### src/rtl/con_pkg.sv
package con_pkg;
  localparam int NUM_REGS = 4;
  localparam int BIT_RDY  = 0;
  localparam int BIT_IE   = 1;
  localparam int BIT_OVR  = 2;

  typedef enum logic [1:0] {
    REG_RX_CTRL = 2'd0,
    REG_RX_DATA = 2'd1,
    REG_TX_CTRL = 2'd2,
    REG_TX_DATA = 2'd3
  } reg_sel_e;
endpackage

### src/rtl/con_decode.sv
module con_decode
  import con_pkg::*;
#(
  parameter int              ADDR_W = 32,
  parameter int              OFS_W  = 4,
  parameter logic [ADDR_W-1:0] BASE = 32'hFFFF_0000
) (
  input  logic [ADDR_W-1:0]   addr,
  input  logic                rd,
  input  logic                wr,
  output logic                hit,
  output logic [NUM_REGS-1:0] rd_sel,
  output logic [NUM_REGS-1:0] wr_sel
);
  localparam int IDX_W = OFS_W - 2;

  logic [IDX_W-1:0] idx;

  assign idx = addr[OFS_W-1:2];
  assign hit = (addr[ADDR_W-1:OFS_W] == BASE[ADDR_W-1:OFS_W]) && (addr[1:0] == 2'b00);

  for (genvar g = 0; g < NUM_REGS; g++) begin : g_sel
    assign rd_sel[g] = rd && hit && (idx == IDX_W'(g));
    assign wr_sel[g] = wr && hit && (idx == IDX_W'(g));
  end
endmodule

### src/rtl/con_rx_side.sv
module con_rx_side #(
  parameter int CHAR_W = 8
) (
  input  logic              clk,
  input  logic              rst,
  input  logic              kb_valid,
  input  logic [CHAR_W-1:0] kb_char,
  input  logic              rd_data,
  input  logic              rd_ctrl,
  input  logic              wr_ctrl,
  input  logic              wr_ie,
  output logic              rdy,
  output logic              ie,
  output logic              ovr,
  output logic [CHAR_W-1:0] char_q,
  output logic              irq
);
  always_ff @(posedge clk) begin
    if (rst) begin
      rdy    <= 1'b0;
      ie     <= 1'b0;
      ovr    <= 1'b0;
      char_q <= '0;
    end else begin
      if (wr_ctrl) ie <= wr_ie;
      if (kb_valid) begin
        char_q <= kb_char;
        rdy    <= 1'b1;
      end else if (rd_data) begin
        rdy <= 1'b0;
      end
      if (kb_valid && rdy && !rd_data) ovr <= 1'b1;
      else if (rd_ctrl)                ovr <= 1'b0;
    end
  end

  assign irq = rdy && ie;

  p_rx_set_r3: assert property (@(posedge clk) disable iff (rst)
    kb_valid |=> (rdy && char_q == $past(kb_char)));
  p_rx_consume_r4: assert property (@(posedge clk) disable iff (rst)
    (rd_data && !kb_valid) |=> !rdy);
  p_rx_overrun_r5: assert property (@(posedge clk) disable iff (rst)
    (kb_valid && rdy && !rd_data) |=> (ovr && rdy));
  p_rx_ie_only_r8: assert property (@(posedge clk) disable iff (rst)
    !wr_ctrl |=> $stable(ie));
endmodule

### src/rtl/con_tx_side.sv
module con_tx_side #(
  parameter int CHAR_W = 8
) (
  input  logic              clk,
  input  logic              rst,
  input  logic              wr_data,
  input  logic              wr_ctrl,
  input  logic              wr_ie,
  input  logic [CHAR_W-1:0] wr_char,
  input  logic              disp_ready,
  output logic              disp_valid,
  output logic [CHAR_W-1:0] disp_char,
  output logic              rdy,
  output logic              ie,
  output logic              irq
);
  always_ff @(posedge clk) begin
    if (rst) begin
      disp_valid <= 1'b0;
      disp_char  <= '0;
      ie         <= 1'b0;
    end else begin
      if (wr_ctrl) ie <= wr_ie;
      if (disp_valid) begin
        if (disp_ready) disp_valid <= 1'b0;
      end else if (wr_data) begin
        disp_valid <= 1'b1;
        disp_char  <= wr_char;
      end
    end
  end

  assign rdy = !disp_valid;
  assign irq = rdy && ie;

  p_tx_hold_r6: assert property (@(posedge clk) disable iff (rst)
    (disp_valid && !disp_ready) |=> (disp_valid && $stable(disp_char)));
  p_tx_drop_r7: assert property (@(posedge clk) disable iff (rst)
    (wr_data && disp_valid) |=> $stable(disp_char));
  p_tx_ie_only_r8: assert property (@(posedge clk) disable iff (rst)
    !wr_ctrl |=> $stable(ie));
endmodule

### src/rtl/console_mmio.sv
module console_mmio
  import con_pkg::*;
#(
  parameter int                ADDR_W = 32,
  parameter int                DATA_W = 32,
  parameter int                CHAR_W = 8,
  parameter int                OFS_W  = 4,
  parameter logic [ADDR_W-1:0] BASE   = 32'hFFFF_0000
) (
  input  logic              clk,
  input  logic              rst,
  input  logic [ADDR_W-1:0] bus_addr,
  input  logic              bus_rd,
  input  logic              bus_wr,
  input  logic [DATA_W-1:0] bus_wdata,
  output logic [DATA_W-1:0] bus_rdata,
  input  logic              kb_valid,
  input  logic [CHAR_W-1:0] kb_char,
  output logic              disp_valid,
  output logic [CHAR_W-1:0] disp_char,
  input  logic              disp_ready,
  output logic              irq_rx,
  output logic              irq_tx
);
  logic                hit;
  logic [NUM_REGS-1:0] rd_sel, wr_sel;
  logic                rx_rdy, rx_ie, rx_ovr, tx_rdy, tx_ie;
  logic [CHAR_W-1:0]   rx_char;
  logic [DATA_W-1:0]   reg_word [NUM_REGS];
  logic [DATA_W-1:0]   rd_word;
  logic                unused_wdata;

  assign unused_wdata = ^bus_wdata[DATA_W-1:CHAR_W];

  con_decode #(.ADDR_W(ADDR_W), .OFS_W(OFS_W), .BASE(BASE)) i_decode (
    .addr(bus_addr), .rd(bus_rd), .wr(bus_wr),
    .hit(hit), .rd_sel(rd_sel), .wr_sel(wr_sel)
  );

  con_rx_side #(.CHAR_W(CHAR_W)) i_rx (
    .clk(clk), .rst(rst), .kb_valid(kb_valid), .kb_char(kb_char),
    .rd_data(rd_sel[REG_RX_DATA]), .rd_ctrl(rd_sel[REG_RX_CTRL]),
    .wr_ctrl(wr_sel[REG_RX_CTRL]), .wr_ie(bus_wdata[BIT_IE]),
    .rdy(rx_rdy), .ie(rx_ie), .ovr(rx_ovr), .char_q(rx_char), .irq(irq_rx)
  );

  con_tx_side #(.CHAR_W(CHAR_W)) i_tx (
    .clk(clk), .rst(rst), .wr_data(wr_sel[REG_TX_DATA]),
    .wr_ctrl(wr_sel[REG_TX_CTRL]), .wr_ie(bus_wdata[BIT_IE]),
    .wr_char(bus_wdata[CHAR_W-1:0]), .disp_ready(disp_ready),
    .disp_valid(disp_valid), .disp_char(disp_char),
    .rdy(tx_rdy), .ie(tx_ie), .irq(irq_tx)
  );

  always_comb begin
    reg_word[REG_RX_CTRL]          = '0;
    reg_word[REG_RX_CTRL][BIT_RDY] = rx_rdy;
    reg_word[REG_RX_CTRL][BIT_IE]  = rx_ie;
    reg_word[REG_RX_CTRL][BIT_OVR] = rx_ovr;
    reg_word[REG_RX_DATA]          = {{(DATA_W-CHAR_W){1'b0}}, rx_char};
    reg_word[REG_TX_CTRL]          = '0;
    reg_word[REG_TX_CTRL][BIT_RDY] = tx_rdy;
    reg_word[REG_TX_CTRL][BIT_IE]  = tx_ie;
    reg_word[REG_TX_DATA]          = '0;
  end

  always_comb begin
    rd_word = '0;
    for (int i = 0; i < NUM_REGS; i++) begin
      if (rd_sel[i]) rd_word = rd_word | reg_word[i];
    end
  end

  always_ff @(posedge clk) begin
    if (rst)         bus_rdata <= '0;
    else if (bus_rd) bus_rdata <= rd_word;
  end

  p_offpage_zero_r1: assert property (@(posedge clk) disable iff (rst)
    (bus_rd && !hit) |=> (bus_rdata == '0));
  p_rsvd_zero_r2: assert property (@(posedge clk) disable iff (rst)
    (bus_rd && bus_addr[3:2] == 2'd2) |=> (bus_rdata[DATA_W-1:2] == '0));
endmodule

### config.mk
export PLATFORM = sky130hd
export DESIGN_NAME = console_mmio
export DESIGN_NICKNAME = d
export VERILOG_FILES = /design/src/rtl/con_pkg.sv /design/src/rtl/con_decode.sv /design/src/rtl/con_rx_side.sv /design/src/rtl/con_tx_side.sv /design/src/rtl/console_mmio.sv
export SDC_FILE = /design/constraint.sdc
export NUM_CORES = 1
export LEC_CHECK = 0
export CAP_MARGIN = 25
export CORE_MARGIN = 8
export CORE_UTILIZATION = 34
export CTS_BUF_LIST = sky130_fd_sc_hd__clkbuf_8
export CTS_CLUSTER_SIZE = 25
export DETAILED_ROUTE_END_ITERATION = 8
export HOLD_SLACK_MARGIN = 0.08
export PLACE_DENSITY = 0.83
export RECOVER_POWER = 25
export SLEW_MARGIN = 10
export SYNTH_ARGS = -nofsm -noshare
export SYNTH_HDL_FRONTEND = slang
export SYNTH_SLANG_ARGS = --single-unit
### constraint.sdc
create_clock -name clk -period 2.95 [get_ports clk]
set_clock_uncertainty 0.2 [all_clocks]
set_input_delay 0.59 -clock clk [delete_from_list [all_inputs] [get_ports clk]]
set_output_delay 0.59 -clock clk [all_outputs]
set_load 0.03 [all_outputs]
==> results.yml, run 1 <==
run_status:
  outcome: "finished, final reports clean"
detailed_routing:
  drt-vias-per-instance: 4.95
  drc: 0
  drt_iter0_markers: 79
  wirelength_mm: 4.47
  wl_per_cell_um: 14.9
  vias: 1486
  first_pass_iters: 4
  ant_nets: 0
pwr:
  intPower_uw: 659
  p_seq_share_pct: 45.9
  p_sw_uw: 224
  ir_worst_vdd_uv: 326
  power_density_mw_per_mm2: 383
  pwr-share-clk_pct: 36.3
  leakage_uw: 0.000888
  p_sw_share_pct: 25.3
  p_comb_share_pct: 17.8
sta:
  final-hold-violation-count: 0
  rsz0062_at_grt: "false"
  fmax_mhz: 364
  whs_ns: 0.256
  slew_headroom_pct: 62.0
  final_max_slew_viol_count: 0
  period_minus_slack_ns: 2.75
  worst_pin_slew_ns: 0.569
  finalCritPeriodShare_pct: 93.2
  setup_viol: 0
die:
  start_util_pct: 34.8
  die_w_um: 82.6
  dieArea_mm2: 0.00682
  top_level_ports: 121
  die_y_um: 82.6
  fp-row-count: 24
  core-area_mm2: 0.00432
worst_setup_path:
  rrSetupSlack_ns: 1.49
  critPathRequiredTime_ns: 2.96
  r2r_cells: 3
  end_kind: "register"
  critical_path_class: "primary input to register"
  reg2reg_from: "i_tx.disp_valid$_SDFF_PP0_"
  crit_path_start_kind: "primary input"
  crit_arrival_ns: 2.76
  path_max_fanout: 2
  r2r_end: "i_tx.disp_char[4]$_SDFFE_PP0P_"
layout:
  drive_gt1_share_pct: 5.24
  nets: 326
  final_core_util_pct: 53.3
  syn_to_final_growth_pct: 53.0
  final_common_cell: "clkdlybuf4s50_1"
  final_cell_mix: "clkdlybuf4s50_1, dfxtp_1, conb_1, nand4_1"
  antenna_cells: 0
worst_hold_path:
  min_delay_path_depth: 2
  hold_end: "bus_rdata[4]$_SDFFE_PP0P_"
  hold_path_startpoint: "bus_rdata[4]$_SDFFE_PP0P_"
  hp-class: "register to register"
place:
  globalplace.congestion: 0.786
  numPortBuffers: 72
  place_hpwl_mm: 3.52
synth:
  netlist_area_mm2: 0.00151
  synth-seq-cells: 29
  synth.avg_cell_area_um2: 8.66
  seq_area_frac_synth_pct: 38.5
  synthCells: 174
  synth_warnings: 0
  synth_cell_type_count: 31
clock_tree:
  cts.path.max_buffers: 2
  clock_latency_ns: 0.28
  cts_root_buf: "clkbuf_8"
  cts_tree: "yes"
  cts_setup_buffers: 0
  clk_pin_slew_ns: 0.06
  cts_hold_buf: 0
  htreeDepth: 2
  cts.repair.resized: 0
  numCtsBuffers: 5
  clock_sinks: 29
grt:
  grt_max_degree: 18
  grt_pass1_vias: 1395
  grt_usage_pct: 12.6
  antenna_found_initial: 0
  grt_pass1_wl_mm: 6.69
  overflow: 0
flow_run:
  cap_violations: 0
## worst max-delay path: stages
cell and delay, ns:
clkdlybuf4s50_1 0.41, or4_4 0.54, or4_1 0.56, or4_1 0.52, a21oi_1 0.14
## routing by layer
metal / part of all wire (%) / vias up / global-route usage [%]
li1: - / 726 / -
met1: 38 / 693 / 13.7
met2: 50 / 54 / 21.8
met3: 9.0 / 13 / 4.00
met4: 2.6 / 0 / 5.52
met5: 0 / - / 0
## cells in the mapped netlist (all sizes together)
library cell | count | area, um2
buf | 27 | 194
nand2 | 6 | 22.5
and4b | 2 | 20.0
conb | 1 | 3.75
a311oi | 1 | 8.76
nor2b | 3 | 18.8
clkbuf | 7 | 26.3
and2 | 1 | 6.26
o31ai | 7 | 52.6
nand2b | 10 | 62.6
or4 | 3 | 26.3
dfxtp | 29 | 581
nand4 | 14 | 87.6
o21ai | 5 | 25.0
o2111ai | 1 | 8.76
and4 | 2 | 17.5
o2bb2ai | 1 | 8.76
a211oi | 1 | 7.51
a21oi | 13 | 65.1
inv | 5 | 18.8
o211ai | 1 | 7.51
nand3b | 1 | 7.51
nor2 | 12 | 45.0
nand3 | 1 | 5.00
nor3b | 3 | 22.5
nand4b | 1 | 8.76
mux2i | 13 | 130
nor4 | 3 | 18.8
## worst max-delay path by stage
stage	cells after the start	slack (ns)	end	from
2_1_floorplan	5	0.31	bus_rdata[2]$_SDFFE_PP0P_	bus_addr[10]
3_3_place_gp	5	-0.09	bus_rdata[2]$_SDFFE_PP0P_	bus_addr[10]
3_5_place_dp	5	-0.09	bus_rdata[2]$_SDFFE_PP0P_	bus_addr[10]
4_1_cts	5	0.20	bus_rdata[2]$_SDFFE_PP0P_	bus_addr[10]
5_1_grt	5	0.16	bus_rdata[2]$_SDFFE_PP0P_	bus_addr[10]
6_report	5	0.20	bus_rdata[2]$_SDFFE_PP0P_	bus_addr[10]
## registers in the layout, summed over array words and instances (netlist names)
name	flops
i_rx.char_q	8
i_tx.disp_char	8
i_tx.disp_valid	1
i_rx.rdy	1
i_tx.ie	1
bus_rdata	8
i_rx.ie	1
i_rx.ovr	1
## cells by family after synthesis
logic type | after synthesis | share of synthesized area, %
multiplexers | 13 | 8.64
AND/OR/NAND/NOR | 62 | 24.5
flip-flops | 29 | 38.5
buffers and inverters | 39 | 15.9
other | 1 | 0.249
AO/OA/AOI/OAI | 30 | 12.2
## layout make-up
type / count / area (um2)
tap: 52 / 65.1
sequential: 29 / 581
clock buffer: 6 / 82.6
clock inverter: 1 / 3.75
fill: 401 / 2020
timing repair buffer: 78 / 774
inverter: 5 / 18.8
multi-input combinational: 129 / 779
## metrics by stage
step           instances  setup TNS (ns)  power [uW]  setup slack [ns]  cell area [um2]
2_1_floorplan        197               0         512             0.308             1590
3_3_place_gp         293         -0.0852         567           -0.0852             2220
3_5_place_dp         293          -0.118         570           -0.0868             2220
4_1_cts              300               0         891             0.201             2310
5_1_grt              300               0         916             0.164             2300
6_report             300               0         883             0.200             2300
## power by group through the flow
stage / Combinational [uW] / Clock (uW) / Sequential [uW]
after CTS: 157 / 328 / 405
after floorplan: 100 / 0 / 412
after global placement: 154 / 0 / 414
final: 157 / 321 / 405
after global routing: 169 / 342 / 406
after detailed placement: 156 / 0 / 414
Note: power is estimated with default switching activity, not from simulation.
==> run 2: changes to the inputs <==
--- a/config.mk
+++ b/config.mk
@@ -12,9 +12,10 @@
 export CTS_CLUSTER_SIZE = 25
 export DETAILED_ROUTE_END_ITERATION = 8
 export HOLD_SLACK_MARGIN = 0.08
-export PLACE_DENSITY = 0.83
+export PLACE_DENSITY = 0.82
 export RECOVER_POWER = 25
 export SLEW_MARGIN = 10
 export SYNTH_ARGS = -nofsm -noshare
 export SYNTH_HDL_FRONTEND = slang
+export SYNTH_HIERARCHICAL = 1
 export SYNTH_SLANG_ARGS = --single-unit
==> run 2 against run 1 <==
  * Synthesized cell count is 6.9% lower
  * Final cell count decreased by 3.0%
  * Die area grew 1.3%
  * Non-clock buffer count is the same
  * Setup slack got worse by 0.12 ns
  * Global-route usage decreased by 0.67 points
  * Sequential cell count stayed put
  * Sequential power hardly changed
  * Critical path depth rose by 2
  * Critical endpoint is now i_rx/ie$_SDFFE_PP0P_
  * Largest cell class unchanged
==> results.yml, run 2 <==
layout:
  final_cell_mix: "clkdlybuf4s50_1, dfxtp_1, conb_1, nand2b_1, nor2_1"
  top_regs: "bus_rdata x8, i_rx/char_q x8, i_tx/disp_char x8"
  nets: 316
  final_common_cell: "clkdlybuf4s50_1"
  syn_to_final_growth_pct: 51.2
  fin_area_mm2: 0.00231
  stdcell_count: 291
  antenna_cells: 0
  drive_gt1_share_pct: 12.1
grt:
  grt_pass1_wl_mm: 6.85
  grt_max_degree: 21
  grt_pass1_vias: 1475
  antenna_found_initial: 0
  grt_usage_pct: 11.9
  overflow: 0
sta:
  final_max_slew_viol_count: 0
  fmax_mhz: 348
  worst_pin_slew_ns: 0.506
  whs_ns: 0.268
  setup_viol: 0
  period_minus_slack_ns: 2.87
  finalCritPeriodShare_pct: 97.3
  rsz0062_at_grt: "false"
  final-hold-violation-count: 0
  slew_headroom_pct: 66.2
place:
  dpl-instance-area_mm2: 0.00222
  numPortBuffers: 72
  numPlacedInstances: 283
  globalplace.congestion: 0.720
  place_hpwl_mm: 3.38
detailed_routing:
  vias: 1392
  drt_iter0_markers: 93
  drt-vias-per-instance: 4.78
  wl_per_cell_um: 14.3
  wirelength_mm: 4.17
  ant_nets: 0
  first_pass_iters: 5
  drc: 0
worst_setup_path:
  max_stage_delay_ns: 0.58
  cpMaxStageDelayCell: "or4_4"
  path_max_fanout: 5
  crit_arrival_ns: 2.82
  crit_path_start_kind: "primary input"
  r2r_cells: 3
  end_kind: "register"
  critPathRequiredTime_ns: 2.90
  critical_path_class: "primary input to register"
  path_cells: "clkdlybuf4s50_1, or4b_1, or4_4, buf_4, nor4_1, mux2i_1, nor2_1"
die:
  start_util_pct: 35.1
  core-area_mm2: 0.00435
  dieArea_mm2: 0.00690
  top_level_ports: 121
  die_y_um: 83.1
  fp-row-count: 24
  die_w_um: 83.1
clock_tree:
  cts_tree: "yes"
  numCtsBuffers: 5
  clock_sinks: 29
  clk_pin_slew_ns: 0.06
  cts_root_buf: "clkbuf_8"
  cts_setup_buffers: 0
  htreeDepth: 2
  clock_latency_ns: 0.26
  cts.path.max_buffers: 2
flow_run:
  cap_violations: 0
worst_hold_path:
  hp-class: "register to register"
  min_delay_path_depth: 2
synth:
  netlist_area_mm2: 0.00153
  synthCells: 162
  synth_warnings: 6
  synth.avg_cell_area_um2: 9.45
run_status:
  outcome: "finished, final reports clean"
pwr:
  p_total_uw: 868
  ir_worst_vdd_uv: 213
  power_density_mw_per_mm2: 375
  leakage_uw: 0.000872
[run 2: worst max-delay path: cells and delay by family]
kind | cells | cell delay [ns]
buffers and inverters | 2 | 0.55
AND/OR/NAND/NOR | 4 | 1.43
multiplexers | 1 | 0.24
[run 2: path summary, 6_finish.rpt]
| kind | startpoint | end | slack, ns |
|---|---|---|---|
| setup reg to reg | i_tx/disp_valid$_SDFF_PP0_ | bus_rdata[0]$_SDFFE_PP0P_ | 1.51 |
| hold / removal | bus_rdata[4]$_SDFFE_PP0P_ | bus_rdata[4]$_SDFFE_PP0P_ | 0.27 |
| setup / recovery | bus_addr[1] | i_rx/ie$_SDFFE_PP0P_ | 0.08 |
| hold reg to reg | bus_rdata[4]$_SDFFE_PP0P_ | bus_rdata[4]$_SDFFE_PP0P_ | 0.27 |
[run 2: through the flow]
| step | setup WS [ns] | TNS, ns | util [%] |
|---|---|---|---|
| finish | 0.0801 | 0 | 53.1 |
| detailed placement | -0.310 | -3.88 | 50.9 |
| floorplan | 0.126 | 0 | - |
| global route | 0.0165 | 0 | 53.1 |
| global placement | -0.272 | -2.81 | 50.9 |
| CTS | 0.0716 | 0 | 52.9 |
[run 2: cell type report]
cell class,instances,area (um2)
clock inverter,3,13.8
sequential,29,581
multi-input combinational,122,812
timing repair buffer,78,766
inverter,2,7.51
tap,52,65.1
clock buffer,5,68.8
fill,392,2040
[run 2: repair_timing]
action	4_1_cts	5_1_grt
pin swaps	0	0
resized for setup	1	2
hold buffers	0	0
endpoints found under the setup margin	3	2
[run 2: power breakdown]
| group | switching [uW] | internal, uW | leakage, uW |
|---|---|---|---|
| combinational | 78.2 | 82.7 | 0.000586 |
| sequential | 6.12 | 402 | 0.000236 |
| clock | 139 | 159 | 0.0000491 |
| total | 224 | 644 | 0.000872 |
[run 2: routing by layer]
metal,vias to the layer above,global-route usage [%],routed length [um]
met1,636,13.3,1790
li1,681,-,-
met2,71,19.2,1990
met5,-,0,0
met3,4,4.59,351
met4,0,5.75,43
